`src/rtl/irq_cascade_pkg.sv`:
```
package irq_cascade_pkg;
  typedef struct packed {
    logic       startInit;
    logic       loadBase;
    logic       loadMask;
    logic       eoiNonSpec;
    logic       eoiSpec;
    logic [2:0] eoiLvl;
  } ctrlStrobes_t;
endpackage

```
`src/rtl/irq_init_ctrl.sv`:
```
module irq_init_ctrl
  import irq_cascade_pkg::*;
(
  input  logic         clk,
  input  logic         rstN,
  input  logic         selCmd,
  input  logic         selData,
  input  logic [7:0]   wrData,
  output ctrlStrobes_t stb,
  output logic         initDone
);
  typedef enum logic [1:0] {ST_READY, ST_BASE, ST_CASC, ST_MODE} initState_t;
  initState_t state, nextState;
  logic needCasc, needMode;

  always_comb begin
    stb = '0;
    stb.eoiLvl = wrData[2:0];
    nextState = state;
    if (selCmd) begin
      if (wrData[4]) begin
        stb.startInit = 1'b1;
        nextState = ST_BASE;
      end else if (!wrData[3]) begin
        stb.eoiNonSpec = (wrData[7:5] == 3'b001);
        stb.eoiSpec    = (wrData[7:5] == 3'b011);
      end
    end else if (selData) begin
      unique case (state)
        ST_READY: stb.loadMask = 1'b1;
        ST_BASE: begin
          stb.loadBase = 1'b1;
          nextState = needCasc ? ST_CASC : (needMode ? ST_MODE : ST_READY);
        end
        ST_CASC: nextState = needMode ? ST_MODE : ST_READY;
        ST_MODE: nextState = ST_READY;
        default: nextState = ST_READY;
      endcase
    end
  end

  always_ff @(posedge clk) begin
    if (!rstN) begin
      state    <= ST_READY;
      needCasc <= 1'b0;
      needMode <= 1'b0;
      initDone <= 1'b0;
    end else begin
      state <= nextState;
      if (stb.startInit) begin
        needCasc <= !wrData[1];
        needMode <= wrData[0];
        initDone <= 1'b0;
      end else if (state != ST_READY && nextState == ST_READY) begin
        initDone <= 1'b1;
      end
    end
  end
endmodule

```
`src/rtl/irq_bank.sv`:
```
module irq_bank
  import irq_cascade_pkg::*;
#(
  parameter int         N_IN       = 8,
  parameter logic [7:0] LEVEL_MASK = 8'h00,
  localparam int        IW         = $clog2(N_IN)
) (
  input  logic          clk,
  input  logic          rstN,
  input  ctrlStrobes_t  stb,
  input  logic          initDone,
  input  logic [7:0]    wrData,
  input  logic [N_IN-1:0] reqLines,
  input  logic          ack,
  output logic          winValid,
  output logic [IW-1:0] winIdx,
  output logic [7:0]    vec,
  output logic [N_IN-1:0] isrOut
);
  logic [N_IN-1:0] reqPrev, irr, isr, mask, edges, effReq, pend;
  logic [N_IN-1:0] setIsr, clrIsr, winHot;
  logic [7-IW:0]   base;
  logic            pendHit, isrHit;
  logic [IW-1:0]   pendIdx, isrIdx;

  function automatic logic [IW:0] pickLow(input logic [N_IN-1:0] v);
    pickLow = '0;
    for (int i = N_IN - 1; i >= 0; i--)
      if (v[i]) pickLow = {1'b1, i[IW-1:0]};
  endfunction

  assign edges  = reqLines & ~reqPrev & ~LEVEL_MASK[N_IN-1:0];
  assign effReq = (irr & ~LEVEL_MASK[N_IN-1:0]) | (reqLines & LEVEL_MASK[N_IN-1:0]);
  assign pend   = effReq & ~mask;
  assign {pendHit, pendIdx} = pickLow(pend);
  assign {isrHit, isrIdx}   = pickLow(isr);

  assign winValid = initDone && pendHit && (!isrHit || pendIdx < isrIdx);
  assign winIdx   = pendIdx;
  assign winHot   = (ack && winValid) ? (N_IN'(1) << pendIdx) : '0;
  assign vec      = {base, winValid ? pendIdx : {IW{1'b1}}};
  assign isrOut   = isr;

  always_comb begin
    clrIsr = '0;
    if (stb.eoiNonSpec && isrHit) clrIsr = N_IN'(1) << isrIdx;
    else if (stb.eoiSpec)         clrIsr = N_IN'(1) << stb.eoiLvl;
    setIsr = winHot;
  end

  always_ff @(posedge clk) begin
    if (!rstN) begin
      reqPrev <= '0;
      irr     <= '0;
      isr     <= '0;
      mask    <= '0;
      base    <= '0;
    end else begin
      reqPrev <= reqLines;
      if (stb.startInit) begin
        irr  <= '0;
        isr  <= '0;
        mask <= '0;
      end else begin
        irr <= (irr | edges) & ~winHot & ~LEVEL_MASK[N_IN-1:0];
        isr <= (isr & ~clrIsr) | setIsr;
        if (stb.loadMask) mask <= wrData[N_IN-1:0];
      end
      if (stb.loadBase) base <= wrData[7:IW];
    end
  end
endmodule

```
`src/rtl/irq_cascade_top.sv`:
```
module irq_cascade_top
  import irq_cascade_pkg::*;
#(
  parameter logic [7:0] PRI_PORT   = 8'h20,
  parameter logic [7:0] SEC_PORT   = 8'hA0,
  parameter int         CASCADE_IN = 2,
  localparam logic [7:0] CAS_BIT   = 8'(1) << CASCADE_IN
) (
  input  logic        clk,
  input  logic        rstN,
  input  logic        ioWr,
  input  logic [7:0]  ioAddr,
  input  logic [7:0]  ioWrData,
  input  logic [15:0] irqIn,
  input  logic        intAck,
  output logic        cpuIntr,
  output logic        vecValid,
  output logic [7:0]  vecOut
);
  ctrlStrobes_t stb [2];
  logic         done [2];
  logic         winValid [2];
  logic [2:0]   winIdx [2];
  logic [7:0]   vec [2];
  logic [7:0]   isr [2];
  logic [7:0]   lines [2];
  logic         ack [2];

  assign lines[0] = (irqIn[7:0] & ~CAS_BIT) | (winValid[1] ? CAS_BIT : 8'h00);
  assign lines[1] = irqIn[15:8];
  assign ack[0]   = intAck;
  assign ack[1]   = intAck && winValid[0] && (winIdx[0] == 3'(CASCADE_IN));
  assign cpuIntr  = winValid[0];

  for (genvar g = 0; g < 2; g++) begin : gStage
    localparam logic [7:0] PORT = (g == 0) ? PRI_PORT : SEC_PORT;
    irq_init_ctrl uCtrl (
      .clk(clk), .rstN(rstN),
      .selCmd(ioWr && ioAddr == PORT),
      .selData(ioWr && ioAddr == (PORT | 8'h01)),
      .wrData(ioWrData), .stb(stb[g]), .initDone(done[g])
    );
    irq_bank #(.N_IN(8), .LEVEL_MASK((g == 0) ? CAS_BIT : 8'h00)) uBank (
      .clk(clk), .rstN(rstN), .stb(stb[g]), .initDone(done[g]),
      .wrData(ioWrData), .reqLines(lines[g]), .ack(ack[g]),
      .winValid(winValid[g]), .winIdx(winIdx[g]), .vec(vec[g]), .isrOut(isr[g])
    );
  end

  always_ff @(posedge clk) begin
    if (!rstN) begin
      vecValid <= 1'b0;
      vecOut   <= '0;
    end else begin
      vecValid <= intAck;
      if (intAck) vecOut <= ack[1] ? vec[1] : vec[0];
    end
  end
endmodule

```
`config.mk`:
```
export PLATFORM = sky130hd
export DESIGN_NAME = irq_cascade_top
export DESIGN_NICKNAME = d
export VERILOG_FILES = /design/src/rtl/irq_cascade_pkg.sv /design/src/rtl/irq_init_ctrl.sv /design/src/rtl/irq_bank.sv /design/src/rtl/irq_cascade_top.sv
export SDC_FILE = /design/constraint.sdc
export NUM_CORES = 1
export LEC_CHECK = 0
export ABC_AREA = 1
export BUFFER_PORTS_ARGS = -buffer_cell sky130_fd_sc_hd__buf_2
export CORE_ASPECT_RATIO = 0.75
export CORE_MARGIN = 1
export CORE_UTILIZATION = 59
export DETAILED_ROUTE_END_ITERATION = 10
export PLACE_DENSITY = 0.8
export SKIP_LAST_GASP = 1
export SLEW_MARGIN = 0
export SYNTH_ARGS = -nofsm -noshare
export SYNTH_HDL_FRONTEND = slang
export SYNTH_SLANG_ARGS = --single-unit
```
`constraint.sdc`:
```
create_clock -name clk -period 3.3 [get_ports clk]
set_input_delay 0.66 -clock clk [delete_from_list [all_inputs] [get_ports clk]]
set_output_delay 0.66 -clock clk [all_outputs]
set_load 0.05 [all_outputs]
```
==> flow_summary.json <==
{
  "violations": "setup timing",
  "fillers": 492,
  "cts_hold_buf": 0,
  "clkSinkCount": 91,
  "final.period_utilization_pct": 112,
  "yosys.area_share.adder_pct": 0.844,
  "fin_skew_ns": 0.0120,
  "dr_total_vias": 4797,
  "syn_nets": 674,
  "yosysUniqueCellTypes": 34,
  "fin_nets": 774,
  "synth-xor-area-share_pct": 0,
  "synth-main-ff-cell": "dfxtp_1",
  "ir_drop_mv": 0.291,
  "worstPathRequired_ns": 3.54,
  "grt_pass1_wl_um": 20300,
  "status": "complete, but fails checks",
  "ys_warn_count": 0,
  "r2r-end": "vecOut[1]",
  "yosys.area_share.simple_pct": 25.8,
  "syn_to_final_growth_pct": 27.4,
  "path_clk_slew_ns": 0.09,
  "gp_congestion": 0.934,
  "grt_use_total_pct": 33.9,
  "swShare_pct": 28.7,
  "maxSlewHeadroom_pct": 62.3,
  "met3WireLength_um": 1390,
  "fin_util_pct": 77.3,
  "max_cap_viol_count": 0,
  "port_buffers": 44,
  "drtIter0Drc": 527,
  "synth.mux.area_fraction_pct": 0,
  "p_comb_share_pct": 15.6,
  "cp_slowest_stage_delay_ns": 0.33,
  "ys_ff_latch": 91,
  "synth.cell_area_um2": 4450,
  "highest_layer": "met4",
  "critPathLaunchType": "flip-flop",
  "crit_top_cell": "buf_6",
  "rsz0062_at_grt": "yes",
  "synth_edf_count": 0,
  "met2WireLength_um": 6150,
  "hpwlAfterDp_um": 8350,
  "synth_top_family_by_area": "simple AND/OR/NAND/NOR gates",
  "overflow": 0,
  "diodes": 0,
  "die-area_um2": 7900,
  "layout_commonest_cell": "inv_1",
  "synth_seq_area_share_pct": 40.9,
  "wire_per_inst_um": 16.1,
  "cp.arrival_ns": 3.95,
  "drc_errors": 0,
  "worst_pin_slew_ns": 0.560,
  "finalWorstSetupSlack_ns": -0.405,
  "p_clk_share_pct": 34.6,
  "slew_viol_final": 0,
  "synth.avg_cell_area_um2": 7.01,
  "r2r_setup_slack_ns": -0.40,
  "first_global_vias": 4448,
  "via_per_inst": 5.70,
  "core_area_um2": 7330,
  "start_util_pct": 60.7,
  "synth-compound-area-share_pct": 18.5,
  "postRouteAntennaNets": 0,
  "p_seq_share_pct": 49.8,
  "p_int_w": 0.00163,
  "io-pin-count": 46,
  "worstSetupPathType": "reg -> reg",
  "final_cell_mix": "inv_1 (136), dfxtp_1 (84), nand2_1 (82), nor2_1 (59), a21oi_1 (52)",
  "wirelength_um": 13600,
  "hp-class": "reg -> reg",
  "crit_fanout": 3,
  "crit_path_end_kind": "flip-flop",
  "wl_met1_um": 5310,
  "cts_buffers": 9,
  "die_h_um": 77.2,
  "power.switching_w": 0.000655,
  "grt_max_degree": 27,
  "chipWidth_um": 102,
  "async_flop_share_pct": 0,
  "reg2regPathDepth": 31,
  "p_per_area_nw_per_um2": 403,
  "crit_end": "vecOut[1]",
  "rows": 27,
  "synthCells": 635,
  "clock_latency_ns": 0.37,
  "htreeDepth": 3,
  "hold_violations": 0,
  "fmax_mhz": 270,
  "slowest_stage": "dfxtp_1",
  "r2r_start": "gStage[1].uBank.mask[5]",
  "drtPass1Iterations": 6,
  "clk_path_buf_depth": 2,
  "cts_root_buf": "clkbuf_8",
  "critPathLaunch": "gStage[1].uBank.mask[5]",
  "period_needed_ns": 3.70,
  "dp_slack_ns": -0.0814,
  "power.leakage_nw": 2.52,
  "setup_viol": 23,
  "antenna_found_initial": 0,
  "cts_tree": "done",
  "layout-drive-gt1-share_pct": 28.4
}
==> logic make-up after synthesis <==
family | Yosys count
compound gates | 137
fa+ha+maj | 3
buf+inv | 159
flops | 91
simple gates | 245
==> cells in the mapped netlist, types with 6 or more instances <==
master / instances / area (µm²)
nor2_1: 66 / 248
nor3b_1: 9 / 67.6
a211oi_1: 11 / 82.6
nand2_2: 6 / 37.5
inv_1: 140 / 526
nor4_1: 6 / 37.5
nand3_1: 26 / 130
a21oi_1: 58 / 290
o21ai_0: 36 / 180
o211ai_1: 6 / 45.0
clkbuf_1: 13 / 48.8
nor3_1: 11 / 55.1
o221ai_1: 12 / 105
dfxtp_1: 91 / 1820
nand2_1: 103 / 387
==> how the worst min path moves through the flow <==
stage / endpoint / start / slack (ns) / depth (start not counted)
floorplan: gStage[0].uBank.mask[0] / gStage[0].uBank.mask[0] / 0.42 / 2
global placement: gStage[0].uBank.mask[4] / gStage[0].uBank.mask[4] / 0.44 / 2
detailed placement: gStage[0].uBank.mask[3] / gStage[0].uBank.mask[3] / 0.44 / 2
CTS: gStage[0].uBank.mask[0] / gStage[0].uBank.mask[0] / 0.46 / 2
global route: gStage[0].uBank.reqPrev[1] / irqIn[1] / 0.46 / 3
finish: gStage[0].uBank.base[1] / gStage[0].uBank.base[1] / 0.46 / 2
==> cell type report <==
class	count	area (µm²)	share of cell area, %
multi-input combinational	385	2240	39.6
sequential	91	1830	32.3
timing repair buffer	104	718	12.7
inverter	144	541	9.54
clock buffer	10	138	2.43
tap	101	126	2.23
clock inverter	6	72.6	1.28
==> sequential cells by signal, summed over array words and instances (netlist names) <==
name	count
gStage.uBank.base	10
gStage.uBank.effReq	8
gStage.uBank.irr	7
gStage.uBank.isrOut	16
gStage.uBank.mask	16
gStage.uBank.reqPrev	15
gStage.uCtrl.initDone	2
gStage.uCtrl.needCasc	2
gStage.uCtrl.needMode	2
gStage.uCtrl.state	4
vecOut	8
vecValid	1
==> repair_timing <==
action                     4_1_cts  5_1_grt
gates resized for setup         14       68
buffers inserted                34       12
setup endpoints to repair        1       41
pin swaps                       11       21
gates cloned                     0        0
==> metal layers <==
layer / vias up / track usage [%]
li1: 2227 / -
met1: 2174 / 42.5
met2: 298 / 51.6
met3: 98 / 10.9
met4: 0 / 17.9
met5: - / 0
==> critical path, delay by kind of cell (launching register included) <==
family	cells	cell delay [ns]
and+or+nand+nor	12	1.12
AOI/OAI and AO/OA	5	0.69
adders and majority gates	2	0.48
buffers and inverters	12	0.95
DFF	1	0.33
==> power by group through the flow <==
stage               registers, W  logic, W  clock network [W]
floorplan                0.00117  0.000173                  0
global placement         0.00116  0.000258                  0
detailed placement       0.00116  0.000267                  0
CTS                      0.00114  0.000291           0.000801
global route             0.00114  0.000382           0.000842
finish                   0.00114  0.000357           0.000790
==> through the flow <==
stage / hold slack [ns] / cells / instance area, µm² / setup TNS, ns / power [W]
2_1_floorplan: 0.423 / 635 / 4450 / 0 / 0.00134
3_5_place_dp: 0.441 / 784 / 4870 / -0.0814 / 0.00143
4_1_cts: 0.459 / 833 / 5380 / -0.364 / 0.00223
3_3_place_gp: 0.438 / 784 / 4870 / -0.0536 / 0.00142
5_1_grt: 0.460 / 841 / 5670 / -11.01 / 0.00236
6_report: 0.459 / 841 / 5670 / -6.67 / 0.00228
Note: power is estimated with default switching activity, not from simulation.
